<file path="src/rtl/ddrw_pkg.sv">
package ddrw_pkg;

  typedef enum logic [1:0] {
    BLC_TWO   = 2'd0,
    BLC_FOUR  = 2'd1,
    BLC_EIGHT = 2'd2,
    BLC_EXTRA = 2'd3
  } blen_code_e;

  localparam int CNT_W = 4;

  // beats in a burst for a length code
  function automatic logic [CNT_W-1:0] beats_of(input logic [1:0] code);
    case (blen_code_e'(code))
      BLC_TWO:  return CNT_W'(2);
      BLC_FOUR: return CNT_W'(4);
      default:  return CNT_W'(8);
    endcase
  endfunction

  // low column bits that advance (and wrap) within a burst
  function automatic logic [2:0] wrap_of(input logic [1:0] code);
    case (blen_code_e'(code))
      BLC_TWO:  return 3'd0;
      BLC_FOUR: return 3'd1;
      default:  return 3'd3;
    endcase
  endfunction

endpackage

</file>
<file path="src/rtl/ddrw_rst_sync.sv">
module ddrw_rst_sync (
  input  logic clk,
  input  logic rst_n,
  output logic rst_n_sync
);
  logic [1:0] stage_q;
  logic [1:0] stage_d;

  always_comb begin
    stage_d = {stage_q[0], 1'b1};
  end

  always_ff @(posedge clk or negedge rst_n) begin
    if (!rst_n) stage_q <= 2'b00;
    else        stage_q <= stage_d;
  end

  assign rst_n_sync = stage_q[1];
endmodule

</file>
<file path="src/rtl/ddrw_beat_ctl.sv">
module ddrw_beat_ctl
  import ddrw_pkg::*;
#(
  parameter int COL_W = 4
) (
  input  logic             clk,
  input  logic             rst_n,
  input  logic             wr_cmd,
  input  logic [1:0]       bl_sel,
  input  logic [COL_W-1:0] col,
  input  logic             beat_vld,
  output logic             take,
  output logic             phase_hi,
  output logic             last_beat,
  output logic             busy,
  output logic [COL_W-1:0] waddr
);
  logic             act_q, act_d;
  logic [CNT_W-1:0] cnt_q, cnt_d;
  logic [COL_W-1:0] base_q, base_d;
  logic [1:0]       code_q, code_d;
  logic             ld_en;
  logic [COL_W-1:0] wmask;
  logic [COL_W-1:0] step;

  // beat acceptance and address generation
  always_comb begin
    take      = act_q & beat_vld & ~wr_cmd;
    phase_hi  = cnt_q[0];
    last_beat = take & (cnt_q == (beats_of(code_q) - 1'b1));
    wmask     = COL_W'(wrap_of(code_q));
    step      = COL_W'(cnt_q >> 1);
    waddr     = (base_q & ~wmask) | ((base_q + step) & wmask);
    busy      = act_q;
  end

  // next state
  always_comb begin
    act_d  = act_q;
    cnt_d  = cnt_q;
    base_d = base_q;
    code_d = code_q;
    ld_en  = wr_cmd | take;
    if (wr_cmd) begin
      act_d  = 1'b1;
      cnt_d  = '0;
      base_d = col;
      code_d = bl_sel;
    end else if (take) begin
      cnt_d = cnt_q + 1'b1;
      act_d = ~last_beat;
    end
  end

  always_ff @(posedge clk or negedge rst_n) begin
    if (!rst_n) begin
      act_q  <= 1'b0;
      cnt_q  <= '0;
      base_q <= '0;
      code_q <= '0;
    end else if (ld_en) begin
      act_q  <= act_d;
      cnt_q  <= cnt_d;
      base_q <= base_d;
      code_q <= code_d;
    end
  end


  cnt_in_range_chk: assert property (@(posedge clk) disable iff (!rst_n)
    act_q |-> (cnt_q < beats_of(code_q)));


  restart_chk: assert property (@(posedge clk) disable iff (!rst_n)
    wr_cmd |=> (act_q && (cnt_q == '0) && (base_q == $past(col))));

endmodule

</file>
<file path="src/rtl/ddrw_pair_pack.sv">
module ddrw_pair_pack #(
  parameter  int DQ_W  = 16,
  localparam int LANES = DQ_W / 8
) (
  input  logic                 clk,
  input  logic                 rst_n,
  input  logic                 take,
  input  logic                 phase_hi,
  input  logic [DQ_W-1:0]      dq,
  input  logic [LANES-1:0]     dm,
  output logic                 we,
  output logic [2*DQ_W-1:0]    wdata,
  output logic [2*LANES-1:0]   wbe
);
  logic [DQ_W-1:0]  lo_q, lo_d;
  logic [LANES-1:0] lom_q, lom_d;
  logic             cap_en;

  always_comb begin
    cap_en = take & ~phase_hi;
    lo_d   = dq;
    lom_d  = dm;
    we     = take & phase_hi;
    wdata  = {dq, lo_q};
    wbe    = ~{dm, lom_q};
  end

  always_ff @(posedge clk or negedge rst_n) begin
    if (!rst_n) begin
      lo_q  <= '0;
      lom_q <= '0;
    end else if (cap_en) begin
      lo_q  <= lo_d;
      lom_q <= lom_d;
    end
  end


  no_b2b_write_chk: assert property (@(posedge clk) disable iff (!rst_n)
    we |=> !we);

endmodule

</file>
<file path="src/rtl/ddrw_wr_array.sv">
module ddrw_wr_array #(
  parameter  int COL_W  = 4,
  parameter  int WORD_W = 32,
  localparam int NB     = WORD_W / 8,
  localparam int DEPTH  = 1 << COL_W
) (
  input  logic              clk,
  input  logic              rst_n,
  input  logic              we,
  input  logic [COL_W-1:0]  waddr,
  input  logic [WORD_W-1:0] wdata,
  input  logic [NB-1:0]     wbe,
  input  logic [COL_W-1:0]  rd_addr,
  output logic [WORD_W-1:0] rd_data
);
  for (genvar g = 0; g < NB; g++) begin : g_lane
    logic [7:0] cell_q [DEPTH];
    logic       lane_en;

    always_comb lane_en = we & wbe[g];

    always_ff @(posedge clk or negedge rst_n) begin
      if (!rst_n) begin
        for (int i = 0; i < DEPTH; i++) cell_q[i] <= '0;
      end else if (lane_en) begin
        cell_q[waddr] <= wdata[g*8 +: 8];
      end
    end

    assign rd_data[g*8 +: 8] = cell_q[rd_addr];
  end
endmodule

</file>
<file path="src/rtl/ddr_wcap.sv">
module ddr_wcap
  import ddrw_pkg::*;
#(
  parameter  int DQ_W   = 16,
  parameter  int COL_W  = 4,
  localparam int LANES  = DQ_W / 8,
  localparam int WORD_W = 2 * DQ_W
) (
  input  logic              clk,
  input  logic              rst_n,
  input  logic              wr_cmd,
  input  logic [1:0]        bl_sel,
  input  logic [COL_W-1:0]  wr_col,
  input  logic              beat_vld,
  input  logic [DQ_W-1:0]   dq,
  input  logic [LANES-1:0]  dm,
  input  logic [COL_W-1:0]  rd_addr,
  output logic [WORD_W-1:0] rd_data,
  output logic              wr_done
);
  logic               rst_ni;
  logic               take, phase_hi, last_beat, busy;
  logic [COL_W-1:0]   waddr;
  logic               mem_we;
  logic [WORD_W-1:0]  mem_wdata;
  logic [2*LANES-1:0] mem_wbe;
  logic               last_q, last_d;
  logic               done_q, done_d;

  ddrw_rst_sync u_rst (
    .clk        (clk),
    .rst_n      (rst_n),
    .rst_n_sync (rst_ni)
  );

  ddrw_beat_ctl #(.COL_W(COL_W)) u_ctl (
    .clk       (clk),
    .rst_n     (rst_ni),
    .wr_cmd    (wr_cmd),
    .bl_sel    (bl_sel),
    .col       (wr_col),
    .beat_vld  (beat_vld),
    .take      (take),
    .phase_hi  (phase_hi),
    .last_beat (last_beat),
    .busy      (busy),
    .waddr     (waddr)
  );

  ddrw_pair_pack #(.DQ_W(DQ_W)) u_pack (
    .clk      (clk),
    .rst_n    (rst_ni),
    .take     (take),
    .phase_hi (phase_hi),
    .dq       (dq),
    .dm       (dm),
    .we       (mem_we),
    .wdata    (mem_wdata),
    .wbe      (mem_wbe)
  );

  ddrw_wr_array #(.COL_W(COL_W), .WORD_W(WORD_W)) u_mem (
    .clk     (clk),
    .rst_n   (rst_ni),
    .we      (mem_we),
    .waddr   (waddr),
    .wdata   (mem_wdata),
    .wbe     (mem_wbe),
    .rd_addr (rd_addr),
    .rd_data (rd_data)
  );

  // completion: flag the final store, pulse one cycle later
  always_comb begin
    last_d = last_beat;
    done_d = last_q;
  end

  always_ff @(posedge clk or negedge rst_ni) begin
    if (!rst_ni) begin
      last_q <= 1'b0;
      done_q <= 1'b0;
    end else begin
      last_q <= last_d;
      done_q <= done_d;
    end
  end

  assign wr_done = done_q;


  done_pulse_chk: assert property (@(posedge clk) disable iff (!rst_ni)
    wr_done |=> !wr_done);


  idle_hold_chk: assert property (@(posedge clk) disable iff (!rst_ni)
    (!busy ##1 $stable(rd_addr)) |-> $stable(rd_data));

endmodule

</file>
<file path="config.mk">
export PLATFORM = sky130hd
export DESIGN_NAME = ddr_wcap
export DESIGN_NICKNAME = d
export VERILOG_FILES = /design/src/rtl/ddrw_pkg.sv /design/src/rtl/ddrw_rst_sync.sv /design/src/rtl/ddrw_beat_ctl.sv /design/src/rtl/ddrw_pair_pack.sv /design/src/rtl/ddrw_wr_array.sv /design/src/rtl/ddr_wcap.sv
export SDC_FILE = /design/constraint.sdc
export NUM_CORES = 1
export LEC_CHECK = 0
export ABC_AREA = 1
export BUFFER_PORTS_ARGS = -buffer_cell sky130_fd_sc_hd__buf_4
export CORE_MARGIN = 4
export CORE_UTILIZATION = 66
export CTS_CLUSTER_DIAMETER = 40
export DETAILED_ROUTE_END_ITERATION = 12
export PLACE_DENSITY = 0.83
export SKIP_LAST_GASP = 1
export SYNTH_ARGS = -nofsm -noshare
export SYNTH_HDL_FRONTEND = slang
export SYNTH_SLANG_ARGS = --single-unit
export TNS_END_PERCENT = 20
</file>
<file path="constraint.sdc">
create_clock -name clk -period 29.8 [get_ports clk]
set_input_delay 5.96 -clock clk [delete_from_list [all_inputs] [get_ports clk]]
set_output_delay 5.96 -clock clk [all_outputs]
set_load 0.005 [all_outputs]
</file>
==> results.md <==
- Post-synth top area cell: dfrtp_1
- I/O Buffers: 64
- Synth-to-layout area growth: 10.2%
- CTS Buf Count: 71
- Nets: 3,490
- Worst Path Class, Setup: in -> out
- Clk_skew: 0.0225 ns
- Starting DRC count in detailed routing: 3,954
- Grt total ovfl: 0
- FF+latch count, synth: 545
- Core Footprint: 41,000 µm²
- Count of final setup violators: 0
- Highest Clock Rate: 65.4 MHz
- Setup bufs post-CTS: 0
- Max Cap Viol: 0
- # resized after CTS: 0
- Pwr Density: 65.8 nW/µm²
- WL/cell: 21.0 µm
- DRT Pass-1 Iters: 6
- CTS tree: built
- Final GP Congestion: 0.920
- Rows: 74
- Number of global-route vias before repair: 24,500
- Hold-fix buffers, CTS: 0
- Register area: 13,600 µm²
- Multi-input logic area: 11,700 µm²
- Post-synthesis sequential area ratio: 49.7%
- Post-synthesis mux area share: 0.738%
- Hpwl dp: 49.6 mm
- Final Max Tran Viols: 0
- Worst setup margin: 14.52 ns
- Number of vias per cell: 6.24
- Die height: 212 µm
- Largest family of logic cells by synthesized area: simple AND/OR/NAND/NOR gates
- Fin area: 30,200 µm²
- Crit share post-route: 51.3%
- CTS clk-pin slew, worst paths: 0.06 ns
- Initial Util: 66.9%
- Clk sinks: 545
- Gr usage total: 37.8%
- Min Tclk post-route: 15.28 ns
- Routed Antenna Nets: 0
- Share of the synthesized area in the top cell type: 49.7%
- Die area: 44,900 µm²
- Most numerous cell in the Yosys netlist: nand2_1
- Crit path required time: 23.84 ns
- Status: finished, final reports clean
- Clock Path Buffers: 3
- Compound-Gate Fraction of Synth Area: 8.36%
- Fillers: 2,994
- Synth Area in Adders: 0.137%
- Worst Setup Start Kind: input port
- Leakage Power: 15.4 nW
- Max VDD drop: 0.0498 mV
- Core Util, Final: 73.7%
- Yosys cell types: 29
- Share of cells above drive strength 1: 9.25%
- Final hold violation count: 0
- Antenna violations before repair: 1
- CTS root buf: clkbuf_16
- Global-route wire length before repair: 133 mm
- Hold Slack: 0.183 ns
- CP Capture Type: output pin
- DIE WIDTH: 212 µm
- Vias post-DR: 25,200
- Cell count after synthesis: 3,531
- YS warnings: 0
- Syn Area/Cell: 7.77 µm²
- Post-synth ARST share: 100%
- Crit Path Max Fanout: 203
- RSZ-0062 raised after global routing: no
- Worst min path class: reg -> async
- Cell Area, Synth: 27,500 µm²
- Slew margin rel.: 14.2%
- CTS H-tree lvls: 3
- Largest cells by area after synthesis: dfrtp_1, nand2_1, nand3_1, inv_1, o211ai_1
- Post-synthesis xor/xnor area fraction: 0.128%
- Predominant post-synthesis flop cell: dfrtp_1
- DP Worst Slack: 14.59 ns
- Pin count of the biggest net entering global routing: 204
- Synth top cells by count: nand2_1, dfrtp_1, nand3_1
- Worst path arrival time: 9.32 ns
- Post-Syn Nets: 3,566
- DRC: 0
- Simple-gate share of the synthesized area: 33.0%
- Dpl cell area: 27,700 µm²
- Post-Route WL: 84.8 mm
- Worst-Margin Slew: 1.29 ns
- IO Pins: 65
- Clk Latency, worst-skew pair: 0.61 ns
- Setup TNS: 0 ns
- EDFF count, synth: 0
## where the power goes
| part | switching (W) | internal [W] |
|---|---|---|
| logic | 0.000155 | 0.0000662 |
| clock network | 0.000345 | 0.000557 |
| registers | 0.0000672 | 0.000800 |
| total | 0.000567 | 0.00142 |
## registers in the layout (all words and copies together) (netlist names)
| register | count |
|---|---|
| done_d | 1 |
| u_ctl.busy | 1 |
| u_pack.lom_q | 2 |
| u_ctl.code_q | 2 |
| u_pack.lo_q | 16 |
| u_rst.stage_q | 2 |
| u_ctl.cnt_q | 4 |
| u_ctl.base_q | 4 |
| u_mem.g_lane.cell_q | 512 |
| wr_done | 1 |
## placed cells by master, fill, tap and decap left out, types with 9 or more instances in the layout
cell          n
o21ai_0     135
a21oi_1     130
inv_1       269
nand4_1      33
buf_4        90
dfrtp_1     544
nand3_4      29
nor2_4       43
nand3_1     466
clkinv_2     11
bufinv_16     9
nand2_1    1461
clkbuf_1      9
o211ai_1    128
mux2_2       18
inv_6        10
clkbuf_16    75
## cell families (layout without fill, tap and decap cells)
family                     count (synthesis)  count (layout)
muxes                                     18              18
adders and majority gates                  3               3
other                                      1               2
DFF                                      545             545
xor gates and xnor gates                   4               4
buffers and inverters                    520             502
AOI/OAI and AO/OA                        394             394
and+or+nand+nor                         2046            2046
## final timing paths
kind | startpoint | to | cells after the start | slack (ns)
max | rd_addr[0] | rd_data[31] | 9 | 14.52
min | u_rst.stage_q[1]$_DFF_PN0_ | u_mem.g_lane[2].cell_q[54]$_DFFE_PN0P_ | 0 | 0.18
max reg2reg | u_rst.stage_q[1]$_DFF_PN0_ | u_mem.g_lane[3].cell_q[127]$_DFFE_PN0P_ | 3 | 26.46
min reg2reg | u_rst.stage_q[1]$_DFF_PN0_ | u_mem.g_lane[2].cell_q[54]$_DFFE_PN0P_ | 0 | 0.18
max in group asynchronous | rst_n | u_rst.stage_q[1]$_DFF_PN0_ | 1 | 24.57
min in group clk | u_rst.stage_q[0]$_DFF_PN0_ | u_rst.stage_q[1]$_DFF_PN0_ | 0 | 0.35
## worst max-delay path, stage by stage
cell and delay [ns]:
buf_8 0.63, buf_4 0.93, buf_4 0.84, nand2_1 0.15, o211ai_1 0.14, nand3_1 0.10, nand3_1 0.10, nand2_1 0.12
buf_4 0.16
## per-stage QoR
| stage | cells | power (W) |
|---|---|---|
| global route | 4046 | 0.00205 |
| CTS | 4045 | 0.00198 |
| floorplan | 3531 | 0.00101 |
| global placement | 3914 | 0.00108 |
| detailed placement | 3914 | 0.00109 |
| finish | 4046 | 0.00199 |
## per-layer routing
metal | vias up | GRT usage [%] | wire length, µm
met1 | 11900 | 49.2 | 30600
met3 | 418 | 10.4 | 10300
met5 | - | 0 | 0
met4 | 0 | 21.2 | 5280
li1 | 11200 | - | -
met2 | 1748 | 57.7 | 38700
## final cells by class
cell class / instances / share of cell area, %
diodes: 1 / 0.00827
clock buffers: 89 / 6.54
clock inverters: 42 / 1.72
inverters: 279 / 3.47
multi-input cells: 2466 / 38.6
flip-flops and latches: 545 / 45.1
well taps: 532 / 2.20
repair buffers: 92 / 2.32
Note: power is estimated with default switching activity, not from simulation.
